`config.mk`:
```
export PLATFORM = sky130hd
export DESIGN_NAME = match_interval_timer
export DESIGN_NICKNAME = d
export VERILOG_FILES = /design/src/rtl/mit_pkg.sv /design/src/rtl/mit_prescaler.sv /design/src/rtl/mit_counter.sv /design/src/rtl/mit_ctrl.sv /design/src/rtl/match_interval_timer.sv
export SDC_FILE = /design/constraint.sdc
export NUM_CORES = 1
export LEC_CHECK = 0
export ABC_AREA = 1
export BUFFER_PORTS_ARGS = -buffer_cell sky130_fd_sc_hd__buf_4
export CAP_MARGIN = 20
export CELL_PAD_IN_SITES_DETAIL_PLACEMENT = 0
export CELL_PAD_IN_SITES_GLOBAL_PLACEMENT = 1
export CORE_MARGIN = 10
export CORE_UTILIZATION = 42
export CTS_CLUSTER_DIAMETER = 200
export DETAILED_ROUTE_END_ITERATION = 16
export GPL_ROUTABILITY_DRIVEN = 0
export MAX_ROUTING_LAYER = met4
export PLACE_DENSITY_LB_ADDON = 0.1
export SKIP_CTS_REPAIR_TIMING = 1
export SYNTH_ARGS = -nofsm -noshare
export SYNTH_HDL_FRONTEND = slang
export SYNTH_SLANG_ARGS = --single-unit
```
`constraint.sdc`:
```
create_clock -name clk_i -period 2.55 [get_ports clk_i]
set_input_delay 0.1275 -clock clk_i [delete_from_list [all_inputs] [get_ports clk_i]]
set_output_delay 0.1275 -clock clk_i [all_outputs]
set_load 0.03 [all_outputs]
```
`src/rtl/mit_pkg.sv`:
```
package mit_pkg;
   localparam int unsigned REG_AW  = 2;
   localparam int unsigned CKS_W   = 2;
   localparam int unsigned NSEL    = 1 << CKS_W;
   localparam int unsigned FLAG_B  = 7;
   localparam int unsigned IE_B    = 6;

   typedef enum logic [REG_AW-1:0] {
      A_RUN = 2'd0,
      A_CSR = 2'd1,
      A_CNT = 2'd2,
      A_CMP = 2'd3
   } mit_addr_e;
endpackage

```
`src/rtl/mit_prescaler.sv`:
```
module mit_prescaler
   import mit_pkg::*;
#(
   parameter int unsigned PS_BASE = 3,
   parameter int unsigned PS_STEP = 2
) (
   input  logic             clk_i,
   input  logic             rst_ni,
   input  logic             clr_i,
   input  logic             hold_i,
   input  logic [CKS_W-1:0] sel_i,
   output logic             tick_o
);
   localparam int unsigned DIV_W = PS_BASE + PS_STEP * (NSEL - 1);

   if (PS_BASE < 1) begin : g_chk_base
      $error("mit_prescaler: PS_BASE must be at least 1");
   end
   if (PS_STEP < 1) begin : g_chk_step
      $error("mit_prescaler: PS_STEP must be at least 1");
   end

   logic [DIV_W-1:0] div_q;
   logic [NSEL-1:0]  tap;

   always_ff @(posedge clk_i or negedge rst_ni) begin
      if (!rst_ni)      div_q <= '0;
      else if (clr_i)   div_q <= '0;
      else if (!hold_i) div_q <= div_q + {{(DIV_W-1){1'b0}}, 1'b1};
   end

   for (genvar g = 0; g < NSEL; g++) begin : g_tap
      assign tap[g] = &div_q[PS_BASE + PS_STEP * g - 1 : 0];
   end

   assign tick_o = tap[sel_i] & ~hold_i & ~clr_i;
endmodule

```
`src/rtl/mit_counter.sv`:
```
module mit_counter #(
   parameter int unsigned CNT_W = 16
) (
   input  logic             clk_i,
   input  logic             rst_ni,
   input  logic             tick_i,
   input  logic             stop_i,
   input  logic             wr_i,
   input  logic [CNT_W-1:0] wdata_i,
   input  logic [CNT_W-1:0] cmp_i,
   output logic [CNT_W-1:0] cnt_o,
   output logic             match_o
);
   logic [CNT_W-1:0] cnt_q;
   logic             hit;

   assign hit     = (cnt_q == cmp_i);
   assign match_o = tick_i & hit & ~wr_i;

   always_ff @(posedge clk_i or negedge rst_ni) begin
      if (!rst_ni)      cnt_q <= '0;
      else if (wr_i)    cnt_q <= wdata_i;
      else if (stop_i)  cnt_q <= '0;
      else if (tick_i)  cnt_q <= hit ? '0 : cnt_q + {{(CNT_W-1){1'b0}}, 1'b1};
   end

   assign cnt_o = cnt_q;
endmodule

```
`src/rtl/mit_ctrl.sv`:
```
module mit_ctrl
   import mit_pkg::*;
#(
   parameter int unsigned CNT_W = 16
) (
   input  logic              clk_i,
   input  logic              rst_ni,
   input  logic              wr_run_i,
   input  logic              wr_csr_i,
   input  logic              wr_cmp_i,
   input  logic              rd_csr_i,
   input  logic [CNT_W-1:0]  wdata_i,
   input  logic              match_i,
   input  logic              sleep_i,
   output logic              run_o,
   output logic              stop_o,
   output logic              ie_o,
   output logic              flag_o,
   output logic [CKS_W-1:0]  cks_o,
   output logic [CNT_W-1:0]  cmp_o
);
   logic             run_q, ie_q, flag_q, seen_q;
   logic [CKS_W-1:0] cks_q;
   logic [CNT_W-1:0] cmp_q;
   logic             clr_req;

   assign stop_o  = wr_run_i & ~wdata_i[0] & run_q;
   assign clr_req = wr_csr_i & ~wdata_i[FLAG_B] & seen_q & ~match_i;

   always_ff @(posedge clk_i or negedge rst_ni) begin
      if (!rst_ni) begin
         run_q <= 1'b0;
         ie_q  <= 1'b0;
         cks_q <= '0;
      end else begin
         if (wr_run_i) run_q <= wdata_i[0];
         if (wr_csr_i) begin
            ie_q  <= wdata_i[IE_B];
            cks_q <= wdata_i[CKS_W-1:0];
         end
      end
   end

   always_ff @(posedge clk_i or negedge rst_ni) begin
      if (!rst_ni) begin
         flag_q <= 1'b0;
         seen_q <= 1'b0;
      end else begin
         if (match_i)      flag_q <= 1'b1;
         else if (clr_req) flag_q <= 1'b0;
         if (clr_req)                  seen_q <= 1'b0;
         else if (rd_csr_i && flag_q)  seen_q <= 1'b1;
      end
   end

   always_ff @(posedge clk_i or negedge rst_ni) begin
      if (!rst_ni)       cmp_q <= '1;
      else if (sleep_i)  cmp_q <= '1;
      else if (wr_cmp_i) cmp_q <= wdata_i;
   end

   assign run_o  = run_q;
   assign ie_o   = ie_q;
   assign flag_o = flag_q;
   assign cks_o  = cks_q;
   assign cmp_o  = cmp_q;
endmodule

```
`src/rtl/match_interval_timer.sv`:
```
module match_interval_timer
   import mit_pkg::*;
#(
   parameter int unsigned CNT_W   = 16,
   parameter int unsigned PS_BASE = 3,
   parameter int unsigned PS_STEP = 2
) (
   input  logic              clk_i,
   input  logic              rst_ni,
   input  logic [REG_AW-1:0] bus_addr_i,
   input  logic [CNT_W-1:0]  bus_wdata_i,
   input  logic              bus_we_i,
   input  logic              bus_re_i,
   output logic [CNT_W-1:0]  bus_rdata_o,
   input  logic              hold_i,
   input  logic              sleep_i,
   output logic              irq_o
);
   if (CNT_W < 8 || CNT_W > 32) begin : g_chk_w
      $error("match_interval_timer: CNT_W must lie in 8..32");
   end

   logic             wr_ok, cnt_wr, stop, run_q, ie_q, flag_q, tick, match_ev;
   logic [CKS_W-1:0] cks;
   logic [CNT_W-1:0] cnt_q, cmp_q;
   logic [CNT_W-1:0] csr_view;

   assign wr_ok  = bus_we_i & ~hold_i;
   assign cnt_wr = wr_ok & (bus_addr_i == A_CNT);

   mit_ctrl #(.CNT_W(CNT_W)) u_ctrl (
      .clk_i    (clk_i),
      .rst_ni   (rst_ni),
      .wr_run_i (wr_ok & (bus_addr_i == A_RUN)),
      .wr_csr_i (wr_ok & (bus_addr_i == A_CSR)),
      .wr_cmp_i (wr_ok & (bus_addr_i == A_CMP)),
      .rd_csr_i (bus_re_i & (bus_addr_i == A_CSR)),
      .wdata_i  (bus_wdata_i),
      .match_i  (match_ev),
      .sleep_i  (sleep_i),
      .run_o    (run_q),
      .stop_o   (stop),
      .ie_o     (ie_q),
      .flag_o   (flag_q),
      .cks_o    (cks),
      .cmp_o    (cmp_q)
   );

   mit_prescaler #(.PS_BASE(PS_BASE), .PS_STEP(PS_STEP)) u_ps (
      .clk_i  (clk_i),
      .rst_ni (rst_ni),
      .clr_i  (~run_q),
      .hold_i (hold_i),
      .sel_i  (cks),
      .tick_o (tick)
   );

   mit_counter #(.CNT_W(CNT_W)) u_cnt (
      .clk_i   (clk_i),
      .rst_ni  (rst_ni),
      .tick_i  (tick),
      .stop_i  (stop),
      .wr_i    (cnt_wr),
      .wdata_i (bus_wdata_i),
      .cmp_i   (cmp_q),
      .cnt_o   (cnt_q),
      .match_o (match_ev)
   );

   always_comb begin
      csr_view               = '0;
      csr_view[FLAG_B]       = flag_q;
      csr_view[IE_B]         = ie_q;
      csr_view[CKS_W-1:0]    = cks;
   end

   always_comb begin
      bus_rdata_o = '0;
      if (bus_re_i) begin
         unique case (bus_addr_i)
            A_RUN:   bus_rdata_o = {{(CNT_W-1){1'b0}}, run_q};
            A_CSR:   bus_rdata_o = csr_view;
            A_CNT:   bus_rdata_o = cnt_q;
            default: bus_rdata_o = cmp_q;
         endcase
      end
   end

   assign irq_o = flag_q & ie_q;
endmodule

```
---- Word level (Yosys, flattened, before mapping) ----
Index checks and enable logic that the tools add are counted.
Widths: inputs -> output; s select.
storage, ports and cells
  bits in registers ....................... 47
  bits of input ports ..................... 24
  output and inout port bits .............. 17
  logic and storage cells ................. 63
cells by class
  $add $sub $neg .......................... 2
  order comparisons ....................... 1
  equality and inequality tests ........... 5
  muxes and demuxes ....................... 16
  bitwise logic cells ..................... 21
  reductions and logical operators ........ 10
operators with widths
  cell                   number
  $mux 16                7
  $pmux 16 s3            1
  $mux 9                 2
  $add 16x1->16 const B  1
  $and 1x1->1            16
  $eq 16x16->1           1
  $add 9x1->9 const B    1
  $reduce_and 9->1       1
  $reduce_and 7->1       1
  $reduce_bool 2->1      3
  $mux 1                 5
  $not 1->1              5
  $reduce_and 5->1       1
  $eq 2x2->1 const B     2
  $lt 2x3->1 const B     1
  $reduce_and 3->1       1
  $reduce_bool 3->1      1
  $bmux 1 s2             1
  $eq 2x1->1 const B     1
  $logic_not 2->1        1
  $ne 2x2->1 const B     1
  $logic_and 1x1->1      1

---- Longest topological paths before layout ----
Gate-level depths: netlist (run 1).
  depth after elaboration ................. 11
  gate-level depth with buffers ........... 13
  depth with buffers taken out ............ 12

---- Cells and area by module ----
From an unflattened synthesis (run 1), not the netlist that was laid out.
unflattened totals
  cell total of the unflattened synthesis .. 506
  area total of the unflattened synthesis .. 3365.7 um^2
modules (own cells, without submodules)
  module                instances  cells an instance  area each (um^2)  seq. area each (um^2)
  mit_counter           1          259                1498.9            400.4
  mit_ctrl              1          98                 964.7             570.5
  mit_prescaler         1          64                 536.8             225.2
  match_interval_timer  1          85                 365.4             0.0

---- Least setup slack after synthesis (run 1) ----
Ideal clock, no wire load.
  path type ............................... register -> register
  from .................................... register u_ps.div_q[0]
  to ...................................... register u_cnt.cnt_q[13], in the netlist u_cnt.cnt_o[13]
  setup time .............................. 0.120 ns
  arrival time ............................ 1.864 ns
  required time ........................... 2.430 ns
  path slack .............................. 0.566 ns
  cell stages (with the launch flop) ...... 14
  path buffers ............................ 1
  period minus slack after synthesis ...... 1.984 ns
  path through ............................ dfrtp_1 -> ha_1 -> nand3_1 -> nor2_1 -> nand2_1 -> nor2_1 -> ha_1 -> a21oi_1 -> o21ai_4 -> nand2_4 -> nand2_8 -> buf_12 -> nor2_1 -> a21oi_2
between the ends
  cells in the longest elaborated chain, start to end .. 6
  elaborated cells on any way between the ends .. 9
  classes of those cells .................. 2 x mux; 2 x bitwise; 5 x reduce/logical
ends and longest elaborated chain
  what                                            line                 source
  start: declaration                              mit_prescaler.sv:23  logic [DIV_W-1:0] div_q;
  start signal: assignment                        mit_prescaler.sv:29  else if (!hold_i) div_q <= div_q + {{(DIV_W-1){1'b0}}, 1'b1};
  $reduce_and 9->1, or another cell as far along  mit_prescaler.sv:33  assign tap[g] = &div_q[PS_BASE + PS_STEP * g - 1 : 0];
  $bmux 1 s2 *                                    mit_prescaler.sv:36  assign tick_o = tap[sel_i] & ~hold_i & ~clr_i;
  $mux 1 (not written as such) *                  mit_prescaler.sv:36
  $and 1x1->1 * (2 in series)                     mit_prescaler.sv:36
  $reduce_bool 3->1 (no source line) *            --
  end signal: assignment                          mit_counter.sv:22    else if (wr_i) cnt_q <= wdata_i;
  end signal: assignment                          mit_counter.sv:24    else if (tick_i) cnt_q <= hit ? '0 : cnt_q + {{(CNT_W-1){1'b0}}, 1'b1};
  end: declaration                                mit_counter.sv:14    logic [CNT_W-1:0] cnt_q;
Every way passes the cells marked *; elsewhere a longest branch is shown, timed or not. The select of a mux whose other input is x is not followed.
A chain may end at the register's enable or synchronous reset.

---- Worst setup path after layout (run 1) ----
  from .................................... register u_ps.div_q[0]
  to ...................................... register u_cnt.cnt_q[11], in the netlist u_cnt.cnt_o[11]
Same word-level chain as after synthesis.

==> reports/metrics.cfg, run 1 <==
[sta]
relSlewSlack=0.5744
skew_ns=0.01146
setup_viol=0
fin_setup_tns_ns=0
finalHoldViolations=0
rsz0062_at_grt=false
max_freq_ghz=0.4524
min_period_over_period=0.8669
drv_slew=0
period_minus_slack_ns=2.211
worst_slew_pin_slew_ns=0.6384
hold_ws_ns=0.05170

[finish]
diodes=0
most-common-layout-cells=nand2_1 (158), inv_1 (63), a21oi_1 (44)
utilization=0.4882
nNetsFinal=553
drive_above_1_share=0.1733
syn_to_final_growth_pct=12.58
final_common_cell=nand2_1

[cts]
cts_buffers=5
cts_sinks=47
cts.htree.levels=2
cts-root-buf=clkbuf_8
cts_buffer_depth=2
cts_tree=yes
clk_pin_slew_worst_paths_ns=0.10
insertion_delay_ns=0.30

[setup_path]
critPathRequiredTime_ns=2.75
ff2ff_setup_slack_ns=0.34
end_kind=flip-flop
path_class=reg2reg
worstPathArrival_ns=2.41
timing.rr.end=u_cnt.cnt_o[11]
worstPathMaxFanout=18
rr_worst_depth=12
r2r-start=u_ps.div_q[0]
critPathLaunchType=flip-flop

[drt]
drc=0
avgViaCountPerCell=5.140
firstDrtPassIters=4
vias=3223
drt_iter0_markers=162
antenna_left=0
routed_wl_mm=9.500
wl_per_cell_um=15.15

[placed_design]
hpwl_mm=6.770
numPortBuffers=40

[synth]
synth_simple_gate_area_share=0.3282
synth_xor_area_frac=0.01830
synth_compound_area_frac=0.1580
synth_area_um2=3351
yosysTopAreaCell=dfrtp_1
muxShareOfSynthArea=0.002987
synth_top_family_by_area=simple AND/OR/NAND/NOR gates
synthCells=491
avgSynthCellArea_um2=6.824
syn_nets=520
synth_edf_count=0
synth_seq_cells=47
yosys_warnings=0
ys_seq_area_frac=0.3570
synthTopCellsByArea=dfrtp_1 (23%), nand2_1 (18%), dfstp_2 (13%), inv_1 (7.1%), a21oi_1 (6.6%)
ys_types=42
synth_top_area_frac=0.2315
ys.flop_type=dfrtp_1
async_flop_share=1.000
synth_adder_area_share=0.01867

[outcome]
outcome=finished clean

[pwr]
ir_worst_vdd_mv=0.2969
leakage_nw=2.034
pwr_density_cell_nw_per_um2=708.2

[grt]
grt_pass1_vias=3052
antenna_found_initial=0
grt_start_max_net_pins=48
globalRouteOverflowTotal=0
grt_pass1_wl_mm=15.45
gr-usage-all-layers=0.1655

[hold_path]
whs_path_depth=3
worst_hold_path.endpoint=u_ctrl.cmp_o[11]
min_from=bus_wdata_i[11]
min_path_type=in2reg

[die]
coreArea_um2=7727
io_pins=41
die_area_um2=11950
die_x_um=109.3
die_h_um=109.3
num_rows=32
start_util=0.4336

[job]
maxCapViolations=0

## state kept, by name, indices dropped and copies added (netlist names)
| name | count |
|---|---|
| u_cnt.cnt_o | 16 |
| u_ctrl.cks_o | 2 |
| u_ctrl.cmp_o | 16 |
| u_ctrl.flag_o | 1 |
| u_ctrl.ie_o | 1 |
| u_ctrl.run_o | 1 |
| u_ctrl.seen_q | 1 |
| u_ps.div_q | 9 |
## final cells by class
class                           count  area, um2
Fill cell                         828       3955
Multi-Input combinational cell    359       1763
Sequential cell                    47       1196
Timing Repair Buffer               43      325.3
Inverter                           68      260.3
Tap cell                          102      127.6
Clock buffer                        8      100.1
## cell families (layout without fill, tap and decap cells)
group / count (synthesis) / after routing
buffers and inverters: 85 / 119
multiplexers: 1 / 1
adder cells (fa/ha/maj): 5 / 5
XOR/XNOR: 7 / 7
flip-flops: 47 / 47
AO/OA/AOI/OAI: 92 / 92
AND/OR/NAND/NOR: 254 / 254
## synthesized netlist by cell type, types with 3 or more instances
library cell,n
a21boi_1,4
a21oi_1,44
a21oi_2,8
buf_2,4
buf_6,5
clkbuf_1,4
dfrtp_1,31
dfstp_2,16
ha_1,5
inv_1,63
nand2_1,158
nand3_1,26
nand3b_1,3
nand4_1,6
nor2_1,41
nor2_2,4
nor3_1,5
o21ai_0,28
xor2_1,7
## critical path, cell delays in order, from the launching register on
cell and delay (ns):
dfrtp_1 0.42, ha_1 0.22, nand3_1 0.10, nor2_1 0.06, nand2_1 0.13, nor2_1 0.06, ha_1 0.18, a21oi_1 0.23
o21ai_4 0.10, nand2_4 0.24, nand2_8 0.16, nor2_1 0.16, a21oi_2 0.04
## per-stage QoR
stage                     setup WS [ns]  instances  power, mW  cell area [um2]
after floorplan                  0.5661        491      1.893             3351
after CTS                        0.3227        626      2.684             3762
after detailed placement         0.3350        618      2.171             3662
after global routing             0.1903        627      2.898             3772
after global placement           0.4218        618      2.149             3662
final                            0.3394        627      2.672             3772
## worst max-delay path by stage
stage / startpoint / to / slack, ns / cells past startpoint
global placement: u_ps.div_q[0] / u_cnt.cnt_o[11] / 0.42 / 12
CTS: u_ps.div_q[0] / u_cnt.cnt_o[11] / 0.32 / 12
floorplan: u_ps.div_q[0] / u_cnt.cnt_o[13] / 0.57 / 13
global route: u_ps.div_q[0] / u_cnt.cnt_o[13] / 0.19 / 12
finish: u_ps.div_q[0] / u_cnt.cnt_o[11] / 0.34 / 12
detailed placement: u_ps.div_q[0] / u_cnt.cnt_o[11] / 0.34 / 12
## routing by layer
layer | share of wire | global-route usage | vias up
met4 | 0.010 | 0.03346 | 0
met1 | 0.48 | 0.2182 | 1536
met5 | 0 | - | -
met3 | 0.042 | 0.02926 | 8
met2 | 0.47 | 0.2611 | 56
li1 | - | - | 1623
## where the power goes
group	total [mW]	switching (mW)	internal, mW	leakage, nW
logic	1.01	0.620	0.395	1.44
registers	1.14	0.237	0.907	0.543
clock network	0.512	0.264	0.248	0.0515
total	2.67	1.12	1.55	2.03
(Power assumes the default switching activity.)
==> run 2: changes to the inputs <==
--- a/config.mk
+++ b/config.mk
@@ -8,7 +8,7 @@
 export ABC_AREA = 1
 export BUFFER_PORTS_ARGS = -buffer_cell sky130_fd_sc_hd__buf_4
 export CAP_MARGIN = 20
-export CELL_PAD_IN_SITES_DETAIL_PLACEMENT = 0
+export CELL_PAD_IN_SITES_DETAIL_PLACEMENT = 1
 export CELL_PAD_IN_SITES_GLOBAL_PLACEMENT = 1
 export CORE_MARGIN = 10
 export CORE_UTILIZATION = 42
@@ -16,7 +16,7 @@
 export DETAILED_ROUTE_END_ITERATION = 16
 export GPL_ROUTABILITY_DRIVEN = 0
 export MAX_ROUTING_LAYER = met4
-export PLACE_DENSITY_LB_ADDON = 0.1
+export PLACE_DENSITY = 0.88
 export SKIP_CTS_REPAIR_TIMING = 1
 export SYNTH_ARGS = -nofsm -noshare
 export SYNTH_HDL_FRONTEND = slang
==> reports/metrics.cfg, run 2 (synthesized netlist as in run 1, its figures left out) <==
[sta]
fin_setup_tns_ns=0  ; unchanged
max_freq_ghz=0.4452  ; -1.6%
hold_ws_ns=0.05099  ; -0.0007083 ns
worst_slew_pin_slew_ns=0.6722  ; +0.03380 ns
relSlewSlack=0.5514  ; -0.02302
setup_ws_ns=0.3036  ; -0.03577 ns
skew_ns=0.008987  ; -0.002475 ns
period_minus_slack_ns=2.246  ; +0.03577 ns
min_period_over_period=0.8809  ; +0.01403
setup_viol=0  ; unchanged
drv_slew=0  ; unchanged
finalHoldViolations=0  ; unchanged
rsz0062_at_grt=false

[finish]
nFillCells=1048  ; +27%
regArea_um2=1196  ; unchanged
final_cells=627  ; unchanged
final_common_cell=nand2_1
syn_to_final_growth_pct=11.99
most-common-layout-cells=nand2_1 (158), inv_1 (63), a21oi_1 (44)
drive_above_1_share=0.1695  ; -0.003810
multi_input_area_um2=1763  ; unchanged
nNetsFinal=553  ; unchanged
diodes=0  ; unchanged

[placed_design]
numPortBuffers=40  ; unchanged
hpwl_mm=7.986  ; +18%
place_ws_ns=0.3084  ; -0.02663 ns
place_inst=618  ; unchanged

[die]
die_x_um=109.3  ; unchanged
io_pins=41  ; unchanged
die_h_um=109.3  ; unchanged
die_area_um2=11950  ; unchanged
coreArea_um2=7727  ; unchanged
num_rows=32  ; unchanged
start_util=0.4336  ; unchanged

[hold_path]
min_from=bus_wdata_i[8]
whs_path_depth=3  ; unchanged
min_path_type=in2reg
worst_hold_path.endpoint=u_ctrl.cmp_o[8]

[grt]
globalRouteOverflowTotal=0  ; unchanged
antenna_found_initial=0  ; unchanged
grt_pass1_vias=3665  ; +20%
grt_pass1_wl_mm=18.22  ; +18%
grt_start_max_net_pins=48  ; unchanged
gr-usage-all-layers=0.1953  ; +0.02986

[drt]
firstDrtPassIters=4  ; unchanged
drt_iter0_markers=130  ; -20%
vias=3385  ; +5.0%
wl_per_cell_um=17.60  ; +16%
routed_wl_mm=11.03  ; +16%
avgViaCountPerCell=5.399  ; +5.0%
antenna_left=0  ; unchanged
drc=0  ; unchanged

[cts]
cts.htree.levels=2  ; unchanged
cts-root-buf=clkbuf_8
clk_pin_slew_worst_paths_ns=0.09  ; about the same
cts_buffer_depth=2  ; unchanged
cts_tree=yes
insertion_delay_ns=0.31  ; about the same
cts_buffers=5  ; unchanged
cts_sinks=47  ; unchanged

[pwr]
p_int_mw=1.500  ; -3.3%
finalPower_mw=2.693  ; +0.81%
seq_power_share=0.431  ; +0.003
leakage_nw=2.022  ; -0.59%
combPwrFrac=0.397  ; +0.017
clock_power_share=0.172  ; -0.020
swShare=0.4431  ; +0.02359
ir_worst_vdd_mv=0.2445  ; -18%
switching_power_mw=1.194  ; +6.5%
pwr_density_cell_nw_per_um2=717.8  ; +1.3%

[setup_path]
ff2ff_setup_slack_ns=0.30  ; -0.04 ns
worstPathArrival_ns=2.45  ; +0.04 ns
worstPathMaxFanout=18  ; unchanged
end_kind=flip-flop
critPathLaunchType=flip-flop
r2r-start=u_ps.div_q[0]
rr_worst_depth=12  ; unchanged
path_class=reg2reg
timing.rr.end=u_cnt.cnt_o[9]
critPathRequiredTime_ns=2.76  ; about the same

[job]
maxCapViolations=0  ; unchanged

[outcome]
outcome=finished clean

==> run 2: cell counts in the layout (fill, tap and decap cells not counted) <==
Identical to the previous run, type by type.
==> run 2: worst max-delay path by stage <==
stage,start,endpoint,slack (ns)
floorplan,u_ps.div_q[0],u_cnt.cnt_o[13],0.57
finish,u_ps.div_q[0],u_cnt.cnt_o[9],0.30
global placement,u_ps.div_q[0],u_cnt.cnt_o[9],0.43
CTS,u_ps.div_q[0],u_cnt.cnt_o[9],0.29
detailed placement,u_ps.div_q[0],u_cnt.cnt_o[9],0.31
global route,u_ps.div_q[0],u_cnt.cnt_o[14],0.14
==> run 2: through the flow <==
step / instance area [um2] / util
after CTS: 3742 / 0.4843
after global routing: 3752 / 0.4856
after global placement: 3662 / 0.4739
final: 3752 / 0.4856
after floorplan: 3351 / -
after detailed placement: 3662 / 0.4739
==> run 2: cell type report <==
cell class | count | share of cell area
Sequential cell | 47 | 0.3188
Multi-Input combinational cell | 359 | 0.4698
Timing Repair Buffer | 43 | 0.08670
Inverter | 68 | 0.06936
Tap cell | 102 | 0.03401
Clock buffer | 8 | 0.02134
==> run 2: layer usage <==
layer,share of wire,up-vias,GRT usage
met2,0.52,54,0.3471
met3,0.048,10,0.03218
li1,-,1622,-
met1,0.42,1699,0.2236
met4,0.011,0,0.04833
met5,0,-,-
==> run 2: power by group through the flow <==
stage	clock network (mW)	logic, mW	registers [mW]
floorplan	0	0.843	1.05
detailed placement	0	1.06	1.17
global route	0.492	1.21	1.19
CTS	0.472	1.07	1.15
global placement	0	0.996	1.15
finish	0.463	1.07	1.16
==> run 2: worst max-delay path, stage by stage, from the launching register on <==
cell	delay, ns
dfrtp_1	0.42
ha_1	0.23
nand3_1	0.10
nor2_1	0.06
nand2_1	0.13
nor2_1	0.07
ha_1	0.18
a21oi_1	0.23
o21ai_4	0.09
nand2_4	0.24
nand2_8	0.16
nor2_1	0.18
a21oi_2	0.04
==> run 3: changes to the inputs <==
--- a/config.mk
+++ b/config.mk
@@ -17,6 +17,7 @@
 export GPL_ROUTABILITY_DRIVEN = 0
 export MAX_ROUTING_LAYER = met4
 export PLACE_DENSITY = 0.88
+export RECOVER_POWER = 50
 export SKIP_CTS_REPAIR_TIMING = 1
 export SYNTH_ARGS = -nofsm -noshare
 export SYNTH_HDL_FRONTEND = slang
==> reports/metrics.cfg, run 3 (synthesized netlist as in run 1, its figures left out) <==
[sta]
max_freq_ghz=0.4420  ; -0.71%
hold_ws_ns=0.04935  ; -0.001639 ns
min_period_over_period=0.8872  ; +0.006274
finalHoldViolations=0  ; unchanged
relSlewSlack=0.1653  ; -0.3861
fin_setup_tns_ns=0  ; unchanged
setup_ws_ns=0.2876  ; -0.01600 ns
drv_slew=0  ; unchanged
rsz0062_at_grt=false
setup_viol=0  ; unchanged
period_minus_slack_ns=2.262  ; +0.01600 ns
worst_slew_pin_slew_ns=1.252  ; +0.5798 ns
skew_ns=0.007383  ; -0.001604 ns

[placed_design]
numPortBuffers=40  ; unchanged
place_ws_ns=0.3084  ; unchanged
hpwl_mm=7.986  ; unchanged
placedInstanceArea_um2=3662  ; unchanged

[grt]
antenna_found_initial=0  ; unchanged
grt_pass1_wl_mm=18.22  ; unchanged
gr-usage-all-layers=0.1953  ; unchanged
grt_start_max_net_pins=48  ; unchanged
grt_pass1_vias=3665  ; unchanged
globalRouteOverflowTotal=0  ; unchanged

[die]
coreArea_um2=7727  ; unchanged
start_util=0.4336  ; unchanged
io_pins=41  ; unchanged
die_h_um=109.3  ; unchanged
die_area_um2=11950  ; unchanged
die_x_um=109.3  ; unchanged
num_rows=32  ; unchanged

[pwr]
clock_power_share=0.173  ; about the same
p_int_mw=1.498  ; about the same
ir_worst_vdd_mv=0.2478  ; +1.3%
switching_power_mw=1.196  ; +0.17%
pwr_density_cell_nw_per_um2=719.8  ; +0.29%
finalPower_mw=2.694  ; about the same
seq_power_share=0.431  ; about the same
combPwrFrac=0.396  ; about the same
leakage_nw=2.013  ; -0.42%
swShare=0.4438  ; +0.0006660

[finish]
most-common-layout-cells=nand2_1 (158), inv_1 (63), a21oi_1 (44)
nFillCells=1050  ; +0.19%
regArea_um2=1196  ; unchanged
post-route-cell-area_um2=3742  ; -0.27%
multi_input_area_um2=1763  ; unchanged
final_common_cell=nand2_1
syn_to_final_growth_pct=11.69
nNetsFinal=553  ; unchanged
diodes=0  ; unchanged
drive_above_1_share=0.1657  ; -0.003810

[cts]
cts_tree=yes
cts_buffers=5  ; unchanged
insertion_delay_ns=0.31  ; about the same
clk_pin_slew_worst_paths_ns=0.09  ; about the same
cts-root-buf=clkbuf_8
cts.htree.levels=2  ; unchanged
cts_sinks=47  ; unchanged
cts_buffer_depth=2  ; unchanged

[setup_path]
worstPathMaxFanout=18  ; unchanged
end_kind=flip-flop
worstPathArrival_ns=2.47  ; +0.02 ns
critPathLaunchType=flip-flop
ff2ff_setup_slack_ns=0.29  ; -0.02 ns
critPathRequiredTime_ns=2.76  ; about the same
path_class=reg2reg

[drt]
wl_per_cell_um=17.53  ; -0.37%
drc=0  ; unchanged
avgViaCountPerCell=5.408  ; +0.18%
drt_iter0_markers=182  ; +40%
firstDrtPassIters=4  ; unchanged
routed_wl_mm=10.99  ; -0.37%
antenna_left=0  ; unchanged
vias=3391  ; +0.18%

[job]
maxCapViolations=0  ; unchanged

[hold_path]
min_path_type=in2reg

[outcome]
outcome=finished clean

==> run 3: cell types whose count changed in the layout (fill, tap and decap cells not counted), sizes merged <==
cell | previous run | this run
buf | 42 | 39
clkbuf | 8 | 11
==> run 3: worst paths after layout <==
check                                 from  depth (start not counted)                to
hold / removal             bus_wdata_i[11]                          3  u_ctrl.cmp_o[11]
setup / recovery             u_ps.div_q[0]                         12    u_cnt.cnt_o[9]
setup reg to reg             u_ps.div_q[0]                         12    u_cnt.cnt_o[9]
max in group asynchronous           rst_ni                          2    u_cnt.cnt_o[6]
hold reg to reg            u_ctrl.cks_o[1]                          2   u_ctrl.cks_o[1]
min in group asynchronous           rst_ni                          2     u_ps.div_q[4]
==> run 3: power groups by stage <==
stage	Sequential, mW	Clock [mW]	Combinational, mW
finish	1.16	0.466	1.07
global route	1.19	0.492	1.21
CTS	1.15	0.472	1.07
detailed placement	1.17	0	1.06
global placement	1.15	0	0.996
floorplan	1.05	0	0.843
==> run 3: layout make-up <==
class / instances / share of cell area
well taps: 102 / 0.03410
flip-flops and latches: 47 / 0.3196
inverters: 68 / 0.06954
multi-input cells: 359 / 0.4711
clock buffers: 8 / 0.02140
repair buffers: 43 / 0.08425
==> run 3: stage by stage <==
stage	util	std cells
after floorplan	-	491
final	0.4843	627
after detailed placement	0.4739	618
after CTS	0.4843	626
after global placement	0.4739	618
after global routing	0.4843	627
==> run 3: per-layer routing <==
layer,global-route usage,share of wire,up-vias
met5,-,0,-
li1,-,-,1618
met2,0.3471,0.52,69
met3,0.03218,0.043,15
met1,0.2236,0.42,1689
met4,0.04833,0.016,0
==> run 3: worst max-delay path, cell delays in order (launching register included) <==
cell,delay [ns]
dfrtp_1,0.43
ha_1,0.23
nand3_1,0.10
nor2_1,0.06
nand2_1,0.13
nor2_1,0.07
ha_1,0.18
a21oi_1,0.23
o21ai_4,0.09
nand2_4,0.24
nand2_8,0.16
nor2_1,0.18
a21oi_2,0.04
